[config.mk]
export PLATFORM = sky130hd
export DESIGN_NAME = paged_pc
export DESIGN_NICKNAME = d
export VERILOG_FILES = /design/src/rtl/ppc_pkg.sv /design/src/rtl/ppc_latch.sv /design/src/rtl/ppc_src_arb.sv /design/src/rtl/ppc_next.sv /design/src/rtl/paged_pc.sv
export SDC_FILE = /design/constraint.sdc
export NUM_CORES = 1
export LEC_CHECK = 0
export ABC_AREA = 1
export BUFFER_PORTS_ARGS = -buffer_cell sky130_fd_sc_hd__buf_4
export CORE_MARGIN = 4
export CORE_UTILIZATION = 50
export DETAILED_ROUTE_END_ITERATION = 10
export PLACE_DENSITY = 0.86
export SKIP_CTS_REPAIR_TIMING = 1
export SYNTH_ARGS = -nofsm -noshare
export SYNTH_HDL_FRONTEND = slang
export SYNTH_SLANG_ARGS = --single-unit
[constraint.sdc]
create_clock -name clk -period 2.7 [get_ports clk]
set_clock_uncertainty 0.2 [all_clocks]
set_input_delay 0.405 -clock clk [delete_from_list [all_inputs] [get_ports clk]]
set_output_delay 0.405 -clock clk [all_outputs]
set_load 0.01 [all_outputs]
[src/rtl/ppc_pkg.sv]
package ppc_pkg;
    typedef enum logic [2:0] {
        SRC_HOLD = 3'd0,
        SRC_INC  = 3'd1,
        SRC_LOW  = 3'd2,
        SRC_JUMP = 3'd3,
        SRC_RET  = 3'd4
    } src_e;
endpackage

[src/rtl/ppc_latch.sv]
module ppc_latch #(
    parameter int LATCH_W = 8
) (
    input  logic               clk,
    input  logic               rst_n,
    input  logic               wr,
    input  logic [LATCH_W-1:0] wdata,
    output logic [LATCH_W-1:0] q
);
    always_ff @(posedge clk or negedge rst_n) begin
        if (!rst_n) q <= '0;
        else if (wr) q <= wdata;
    end

    // the latch changes only through its own write port
    a_r7_latch_hold: assert property (@(posedge clk) disable iff (!rst_n)
        !wr |=> q == $past(q));
    a_r7_latch_load: assert property (@(posedge clk) disable iff (!rst_n)
        wr |=> q == $past(wdata));
endmodule

[src/rtl/ppc_src_arb.sv]
module ppc_src_arb
    import ppc_pkg::*;
(
    input  logic ret_en,
    input  logic jump_en,
    input  logic low_wr,
    input  logic inc_en,
    output src_e src
);
    // fixed priority order
    always_comb begin
        if (ret_en)       src = SRC_RET;
        else if (jump_en) src = SRC_JUMP;
        else if (low_wr)  src = SRC_LOW;
        else if (inc_en)  src = SRC_INC;
        else              src = SRC_HOLD;
    end
endmodule

[src/rtl/ppc_next.sv]
module ppc_next
    import ppc_pkg::*;
#(
    parameter int PC_W    = 13,
    parameter int LOW_W   = 8,
    parameter int IMM_W   = 11,
    parameter int LATCH_W = 8
) (
    input  src_e               src,
    input  logic [PC_W-1:0]    pc_q,
    input  logic [LATCH_W-1:0] latch,
    input  logic [LOW_W-1:0]   low_wdata,
    input  logic [IMM_W-1:0]   jump_target,
    input  logic [PC_W-1:0]    ret_addr,
    output logic [PC_W-1:0]    pc_d
);
    localparam int HI_W   = PC_W - LOW_W;
    localparam int PAGE_W = PC_W - IMM_W;
    localparam int PAGE_H = PC_W - 1 - LOW_W;

    logic [HI_W-1:0]   hi_from_latch;
    logic [PAGE_W-1:0] page_from_latch;

    assign hi_from_latch   = latch[HI_W-1:0];
    assign page_from_latch = latch[PAGE_H -: PAGE_W];

    always_comb begin
        unique case (src)
            SRC_RET:  pc_d = ret_addr;
            SRC_JUMP: pc_d = {page_from_latch, jump_target};
            SRC_LOW:  pc_d = {hi_from_latch, low_wdata};
            SRC_INC:  pc_d = pc_q + PC_W'(1);
            SRC_HOLD: pc_d = pc_q;
            default:  pc_d = pc_q;
        endcase
    end
endmodule

[src/rtl/paged_pc.sv]
module paged_pc
    import ppc_pkg::*;
#(
    parameter int PC_W    = 13,
    parameter int LOW_W   = 8,
    parameter int IMM_W   = 11,
    parameter int LATCH_W = 8
) (
    input  logic               clk,
    input  logic               rst_n,
    input  logic               inc_en,
    input  logic               low_wr,
    input  logic [LOW_W-1:0]   low_wdata,
    input  logic               latch_wr,
    input  logic [LATCH_W-1:0] latch_wdata,
    output logic [LATCH_W-1:0] latch_rdata,
    input  logic               jump_en,
    input  logic [IMM_W-1:0]   jump_target,
    input  logic               ret_en,
    input  logic [PC_W-1:0]    ret_addr,
    output logic [PC_W-1:0]    pc_out
);
    localparam int HI_W   = PC_W - LOW_W;
    localparam int PAGE_W = PC_W - IMM_W;
    localparam int PAGE_H = PC_W - 1 - LOW_W;

    src_e            src;
    logic [PC_W-1:0] pc_q;
    logic [PC_W-1:0] pc_d;

    ppc_latch #(.LATCH_W(LATCH_W)) u_latch (
        .clk   (clk),
        .rst_n (rst_n),
        .wr    (latch_wr),
        .wdata (latch_wdata),
        .q     (latch_rdata)
    );

    ppc_src_arb u_arb (
        .ret_en  (ret_en),
        .jump_en (jump_en),
        .low_wr  (low_wr),
        .inc_en  (inc_en),
        .src     (src)
    );

    ppc_next #(
        .PC_W(PC_W), .LOW_W(LOW_W), .IMM_W(IMM_W), .LATCH_W(LATCH_W)
    ) u_next (
        .src         (src),
        .pc_q        (pc_q),
        .latch       (latch_rdata),
        .low_wdata   (low_wdata),
        .jump_target (jump_target),
        .ret_addr    (ret_addr),
        .pc_d        (pc_d)
    );

    // state register
    always_ff @(posedge clk or negedge rst_n) begin
        if (!rst_n) pc_q <= '0;
        else        pc_q <= pc_d;
    end

    // output process
    always_comb pc_out = pc_q;


    a_r1_reset_zero: assert property (@(posedge clk) !rst_n |-> pc_out == '0);

    a_r5_ret_load: assert property (@(posedge clk) disable iff (!rst_n)
        ret_en |=> pc_out == $past(ret_addr));

    a_r4_jump_page: assert property (@(posedge clk) disable iff (!rst_n)
        (jump_en && !ret_en) |=>
        pc_out == {$past(latch_rdata[PAGE_H -: PAGE_W]), $past(jump_target)});

    a_r3_low_write: assert property (@(posedge clk) disable iff (!rst_n)
        (low_wr && !jump_en && !ret_en) |=>
        pc_out == {$past(latch_rdata[HI_W-1:0]), $past(low_wdata)});

    a_r2_inc_wrap: assert property (@(posedge clk) disable iff (!rst_n)
        (inc_en && !low_wr && !jump_en && !ret_en) |=>
        pc_out == PC_W'($past(pc_out) + PC_W'(1)));

    a_r9_hold: assert property (@(posedge clk) disable iff (!rst_n)
        (!inc_en && !low_wr && !jump_en && !ret_en) |=> $stable(pc_out));
endmodule

==> results of run 1 <==
==> final timing paths <==
check,start,end,cells after the start
min,latch_wdata[4],u_latch.q[4]$_DFFE_PN0P_,3
min in group asynchronous,rst_n,pc_out[2]$_DFFE_PN0P_,2
min reg2reg,pc_out[10]$_DFFE_PN0P_,pc_out[10]$_DFFE_PN0P_,2
max in group asynchronous,rst_n,u_latch.q[0]$_DFFE_PN0P_,2
max,pc_out[0]$_DFFE_PN0P_,pc_out[12]$_DFFE_PN0P_,8
max reg2reg,pc_out[0]$_DFFE_PN0P_,pc_out[12]$_DFFE_PN0P_,8
==> cells in the final DEF, fill, tap and decap left out, drive strengths merged <==
master | Yosys | layout
mux2 | 4 | 4
inv | 24 | 24
clkinv | 0 | 1
o22ai | 1 | 1
clkbuf | 0 | 3
nand3 | 27 | 27
nor2 | 36 | 36
dfrtp | 21 | 21
nand4 | 2 | 2
o21ai | 22 | 22
nand2 | 84 | 84
or2 | 1 | 1
dlygate4sd3 | 0 | 1
o21bai | 1 | 1
ha | 1 | 1
buf | 8 | 69
==> power by group through the flow <==
stage          Clock [µW]  Sequential, µW  Combinational (µW)
2_1_floorplan           0             414                 144
3_3_place_gp            0             402                 301
3_5_place_dp            0             403                 307
4_1_cts               173             397                 308
5_1_grt               186             405                 346
6_report              172             397                 308
==> cell usage after synthesis, drive strengths merged <==
master / number
buf: 8
dfrtp: 21
ha: 1
inv: 24
mux2: 4
nand2: 84
nand3: 27
nand4: 2
nor2: 36
o21ai: 22
o21bai: 1
o22ai: 1
or2: 1
==> critical path, delay by kind of cell (launching register included) <==
family,cells,cell delay [ps]
fa+ha+maj,1,180
flops,1,430
simple gates,7,780
==> per-stage QoR <==
step,power (µW),util [%],hold WS [ps]
final,878,72.2,70.4
after global routing,937,72.2,68.8
after CTS,877,71.9,-257
after detailed placement,709,70.9,108
after global placement,704,70.9,108
after floorplan,559,-,-90.6
==> sequential cells by signal, summed over array words and instances, names as in the netlist <==
| signal | flops |
|---|---|
| pc_out | 13 |
| u_latch.q | 8 |
==> cell type report <==
cell class / count / area, µm² / area share, %
Multi-Input combinational cell: 179 / 800 / 39.8
Timing Repair Buffer: 70 / 528 / 26.3
Sequential cell: 21 / 526 / 26.2
Inverter: 24 / 90.1 / 4.48
Tap cell: 31 / 38.8 / 1.93
Clock buffer: 3 / 22.5 / 1.12
Clock inverter: 1 / 5.00 / 0.249
==> logic make-up (layout without fill, tap and decap cells) <==
family                   after synthesis  after routing
AND/OR/NAND/NOR                      150            150
flip-flops                            21             21
multiplexers                           4              4
AO/OA/AOI/OAI                         24             24
buffers and inverters                 32             98
adder cells (fa/ha/maj)                1              1
==> routing by layer <==
layer / vias to the layer above / share of wire (%) / GRT usage (%)
met5: - / 0 / 0
met4: 0 / 1.2 / 6.10
met3: 8 / 10 / 9.55
met2: 69 / 47 / 35.4
met1: 719 / 41 / 25.6
li1: 862 / - / -
==> metrics.cfg, run 1 <==
[synth]
yosys.area_share.adder_pct = 0.849
ys_warn_count = 0
synth_area_um2 = 1470
synth_area_leaders = dfrtp_1, nand2_1, nor2_1
ys_types = 20
synth_nets = 280
synth_top_family_by_area = simple AND/OR/NAND/NOR gates
synth_area_leader_cell = dfrtp_1
synth_xor_xnor_area_share_pct = 0
yosys.area_share.simple_pct = 41.7
synth_compound_area_share_pct = 8.66
synthMuxAreaShare_pct = 3.06
synth_seq_area_share_pct = 35.7
synth_top_area_share_pct = 35.7
synth-seq-cells = 21
postSynthCellCount = 232
post_synth.cell_area_avg_um2 = 6.35

[final_layout]
antennaDiodeCount = 0
area_growth_pct = 36.3
fin_nets = 347
post-route-cell-area_um2 = 2010
fin_cells = 329
drive_gt1_share_pct = 28.5
nFillCells = 266

[sta]
min_period_ps = 1710
layout_setup_ws_ps = 993
max_freq_mhz = 586
rsz0062_at_grt = false
slew_headroom_pct = 74.8
finalCritPeriodShare_pct = 63.2
setup_tns_ps = 0
setup_viol = 0
worst_slew_pin_slew_ps = 377
hold_viol_final = 0
slew_viol_final = 0

[hold_path]
hold_class = in2reg

[setup_path]
path_common_cell = nand2_1
crit_chain = ha_1 -> nand2_1 -> nor2_1 -> nand2_1 -> nor2_1 -> nand2_1 -> nand3_1 -> nand3_1
cpMaxStageDelayCell = dfrtp_1
cp_max_fo = 4
max_stage_delay_ps = 430
start_kind = flip-flop
reg2reg_slack_ps = 990
worstPathRequired_ps = 2730
critPathKind = reg2reg
worstPathArrival_ps = 1730
end_kind = flip-flop

[pwr]
power.share.switching_pct = 36.1
seq_power_share_pct = 45.3
ir_worst_vdd_uv = 487
p_leak_uw = 0.00109
p_switching_uw = 317
p_clk_share_pct = 19.6
cell_internal_pwr_uw = 561
powerDensity_nw_per_um2 = 437
pwr-share-comb_pct = 35.1

[cts]
numCtsBuffers = 3
clkTransAtPathRegs_ps = 140
cts-root-buf = clkbuf_4
htreeDepth = 1
clkSinkCount = 21
insertion_delay_ps = 330
cts_max_path_buffers = 2
cts_tree = built

[die]
initial_core_util_pct = 53.0
dieWidth_um = 62.3
core_um2 = 2780
rows = 19
die-area_um2 = 3880
dieHeight_um = 62.3
ios = 68

[detailed_routing]
ant_nets = 0
finalWirelength_um = 4230
routed_via_density = 5.04
first_iter_violations = 102
vias = 1658
wire_per_inst_um = 12.8
drt_first_pass_iters = 4
drcViolationCount = 0

[global_route]
antenna_found_initial = 0
grt_max_degree = 22
grt_use_total_pct = 21.6
grt_pass1_vias = 1531
grt_pass1_wl_um = 6880
overflow = 0

[place]
dp_hpwl_um = 3200
gp_congestion = 0.800
placedCellCount = 324
place_worst_setup_slack_ps = 857
portBuffers = 67
dpl_cell_area_um2 = 1970

[status]
status = finished, final reports clean

[flow_run]
cap_viol_max_count = 0

Power figures use the tool's default switching activity.
==> run 2: changes to the inputs <==
--- a/config.mk
+++ b/config.mk
@@ -5,12 +5,12 @@
 export SDC_FILE = /design/constraint.sdc
 export NUM_CORES = 1
 export LEC_CHECK = 0
-export ABC_AREA = 1
+export ABC_AREA = 0
 export BUFFER_PORTS_ARGS = -buffer_cell sky130_fd_sc_hd__buf_4
 export CORE_MARGIN = 4
-export CORE_UTILIZATION = 50
+export CORE_UTILIZATION = 46
 export DETAILED_ROUTE_END_ITERATION = 10
-export PLACE_DENSITY = 0.86
+export PLACE_DENSITY = 0.81
 export SKIP_CTS_REPAIR_TIMING = 1
 export SYNTH_ARGS = -nofsm -noshare
 export SYNTH_HDL_FRONTEND = slang
==> constraint.sdc (replaced) <==
create_clock -name clk -period 1.8 [get_ports clk]
set_clock_uncertainty 0.2 [all_clocks]
set_input_delay 0.27 -clock clk [delete_from_list [all_inputs] [get_ports clk]]
set_output_delay 0.27 -clock clk [all_outputs]
set_load 0.01 [all_outputs]
==> metrics.cfg, run 2 <==
[synth]
synth_nets = 201  ; was 280
synth_area_leader_cell = dfrtp_1  ; unchanged
synth-edff-count = 0  ; unchanged
synth_top_area_share_pct = 37.6  ; was 35.7%
synth_seq_area_share_pct = 37.6  ; was 35.7%
yosys-top-cells-count = dfrtp_1, a21oi_1, nor3_1, nand2_1, mux2_2  ; was nand2_1, nor2_1, nand3_1, dfrtp_1, inv_1
synth_most_common_cell = dfrtp_1  ; was nand2_1
yosys_most_used_dff = dfrtp_1  ; unchanged
async_reset_ff_share_pct = 100  ; unchanged
ys_types = 45  ; was 20
post_synth.cell_area_avg_um2 = 9.14  ; was 6.35 µm²
synth-seq-cells = 21  ; unchanged
postSynthCellCount = 153  ; was 232
synth_area_um2 = 1400  ; was 1470 µm²
ys_warn_count = 0  ; unchanged
synth_area_leaders = dfrtp_1, mux2_2, a21oi_1  ; was dfrtp_1, nand2_1, nor2_1

[cts]
htreeDepth = 1  ; unchanged
numCtsBuffers = 3  ; unchanged
clkTransAtPathRegs_ps = 130  ; was 140 ps
cts_tree = built  ; unchanged
cts-root-buf = clkbuf_4  ; unchanged
insertion_delay_ps = 310  ; was 330 ps
cts_max_path_buffers = 2  ; unchanged
clkSinkCount = 21  ; unchanged

[setup_path]
critPathKind = reg2reg  ; unchanged
reg2regPathDepth = 4  ; was 8
r2r_start = pc_out[0]$_DFFE_PN0P_  ; unchanged
worstPathRequired_ps = 1790  ; was 2730 ps
end_kind = flip-flop  ; unchanged
worstPathArrival_ps = 1750  ; was 1730 ps
start_kind = flip-flop  ; unchanged
r2r-end = pc_out[3]$_DFFE_PN0P_  ; was pc_out[12]$_DFFE_PN0P_
reg2reg_slack_ps = 40  ; was 990 ps
cp_max_fo = 8  ; was 4

[global_route]
grt_pass1_wl_um = 7090  ; was 6880 µm
antenna_found_initial = 0  ; unchanged
grt_max_degree = 22  ; unchanged
grt_use_total_pct = 21.8  ; was 21.6%
grt_pass1_vias = 1521  ; was 1531
overflow = 0  ; unchanged

[pwr]
power_uw = 1260  ; was 878 µW
powerDensity_nw_per_um2 = 590  ; was 437 nW/µm²
p_leak_uw = 0.000954  ; was 0.00109 µW
ir_worst_vdd_uv = 433  ; was 487 µV

[place]
gp_congestion = 0.834  ; was 0.800
placedCellCount = 251  ; was 324
portBuffers = 67  ; unchanged
dp_hpwl_um = 3360  ; was 3200 µm

[detailed_routing]
vias = 1519  ; was 1658
first_iter_violations = 79  ; was 102
ant_nets = 0  ; unchanged
routed_via_density = 5.69  ; was 5.04
drcViolationCount = 0  ; unchanged
finalWirelength_um = 4500  ; was 4230 µm
wire_per_inst_um = 16.8  ; was 12.8 µm
drt_first_pass_iters = 4  ; unchanged

[final_layout]
fin_cells = 267  ; was 329
area_growth_pct = 52.5  ; was 36.3%
fin_nets = 285  ; was 347
drive_gt1_share_pct = 43.2  ; was 28.5%
largest_reg_flops = 13  ; unchanged
mostFrequentLayoutCells = buf_4, dfrtp_1, a21oi_1  ; was nand2_1, buf_4, nor2_1
antennaDiodeCount = 0  ; unchanged
final_util_pct = 75.4  ; was 72.2%
final_common_cell = buf_4  ; was nand2_1

[die]
dieHeight_um = 63.1  ; was 62.3 µm
ios = 68  ; unchanged
dieWidth_um = 63.1  ; was 62.3 µm
initial_core_util_pct = 49.4  ; was 53.0%
die-area_um2 = 3990  ; was 3880 µm²
rows = 19  ; unchanged
core_um2 = 2830  ; was 2780 µm²

[sta]
worst_slew_pin_slew_ps = 577  ; was 377 ps
hold_slack_ps = -6.71  ; was 70.4 ps
min_period_ps = 1760  ; was 1710 ps
rsz0062_at_grt = false  ; unchanged
finalCritPeriodShare_pct = 97.6  ; was 63.2%
slew_viol_final = 0  ; unchanged
setup_tns_ps = 0  ; unchanged
slew_headroom_pct = 60.6  ; was 74.8%
hold_viol_final = 1  ; was 0
max_freq_mhz = 569  ; was 586 MHz
setup_viol = 0  ; unchanged

[hold_path]
holdPathStages = 2  ; was 3
hold_class = in2reg  ; unchanged
hold_end = u_latch.q[7]$_DFFE_PN0P_  ; was u_latch.q[4]$_DFFE_PN0P_
min_from = latch_wdata[7]  ; was latch_wdata[4]

[flow_run]
cap_viol_max_count = 0  ; unchanged

[status]
violations = negative hold slack
status = complete, but fails checks  ; was finished, final reports clean

[run 2: critical path, stage by stage, from the launching register on]
cell and delay (ps):
dfrtp_1 460, nand3_2 210, nor3_2 50, a2111oi_0 550, o32ai_2 160
[run 2: kinds of logic after synthesis]
family	share of synthesized area [%]
AOI/OAI and AO/OA	21.0
xor gates and xnor gates	3.76
adders and majority gates	0.894
buffers and inverters	6.44
DFF	37.6
muxes	8.68
and+or+nand+nor	21.6
[run 2: power by group]
part / leakage, µW / total, µW / internal (µW) / switching [µW]
combinational: 0.000694 / 448 / 253 / 196
sequential: 0.000245 / 574 / 520 / 54.7
clock: 0.0000150 / 236 / 86.4 / 150
total: 0.000954 / 1260 / 859 / 400
[run 2: per-stage QoR]
stage          hold WS [ps]  setup slack [ps]  cell area (µm²)
3_5_place_dp          -21.7              15.7             1970
6_report              -6.71              43.1             2130
2_1_floorplan          -226              20.1             1400
3_3_place_gp          -28.2              45.1             1970
4_1_cts                -374              4.58             2000
5_1_grt                2.36              2.71             2130
[run 2: cell type report]
type,count,area [µm²]
inverter,6,22.5
sequential,21,526
timing repair buffer,92,718
clock buffer,4,26.3
tap,31,38.8
multi-input combinational,113,802
fill,219,696
[run 2: worst max path at each step]
stage / start / end / slack, ps / cells past startpoint
after floorplan: low_wr / pc_out[8]$_DFFE_PN0P_ / 20 / 6
after global placement: ret_en / pc_out[3]$_DFFE_PN0P_ / 50 / 5
after detailed placement: ret_en / pc_out[6]$_DFFE_PN0P_ / 20 / 5
after CTS: pc_out[0]$_DFFE_PN0P_ / pc_out[3]$_DFFE_PN0P_ / 5 / 4
after global routing: pc_out[0]$_DFFE_PN0P_ / pc_out[12]$_DFFE_PN0P_ / 3 / 6
final: pc_out[0]$_DFFE_PN0P_ / pc_out[3]$_DFFE_PN0P_ / 40 / 4
[run 2: metal layers]
metal	part of all wire (%)	global-route usage, %
met2	50	38.5
met1	43	26.8
met4	0.51	4.68
met3	6.6	4.97
met5	0	0
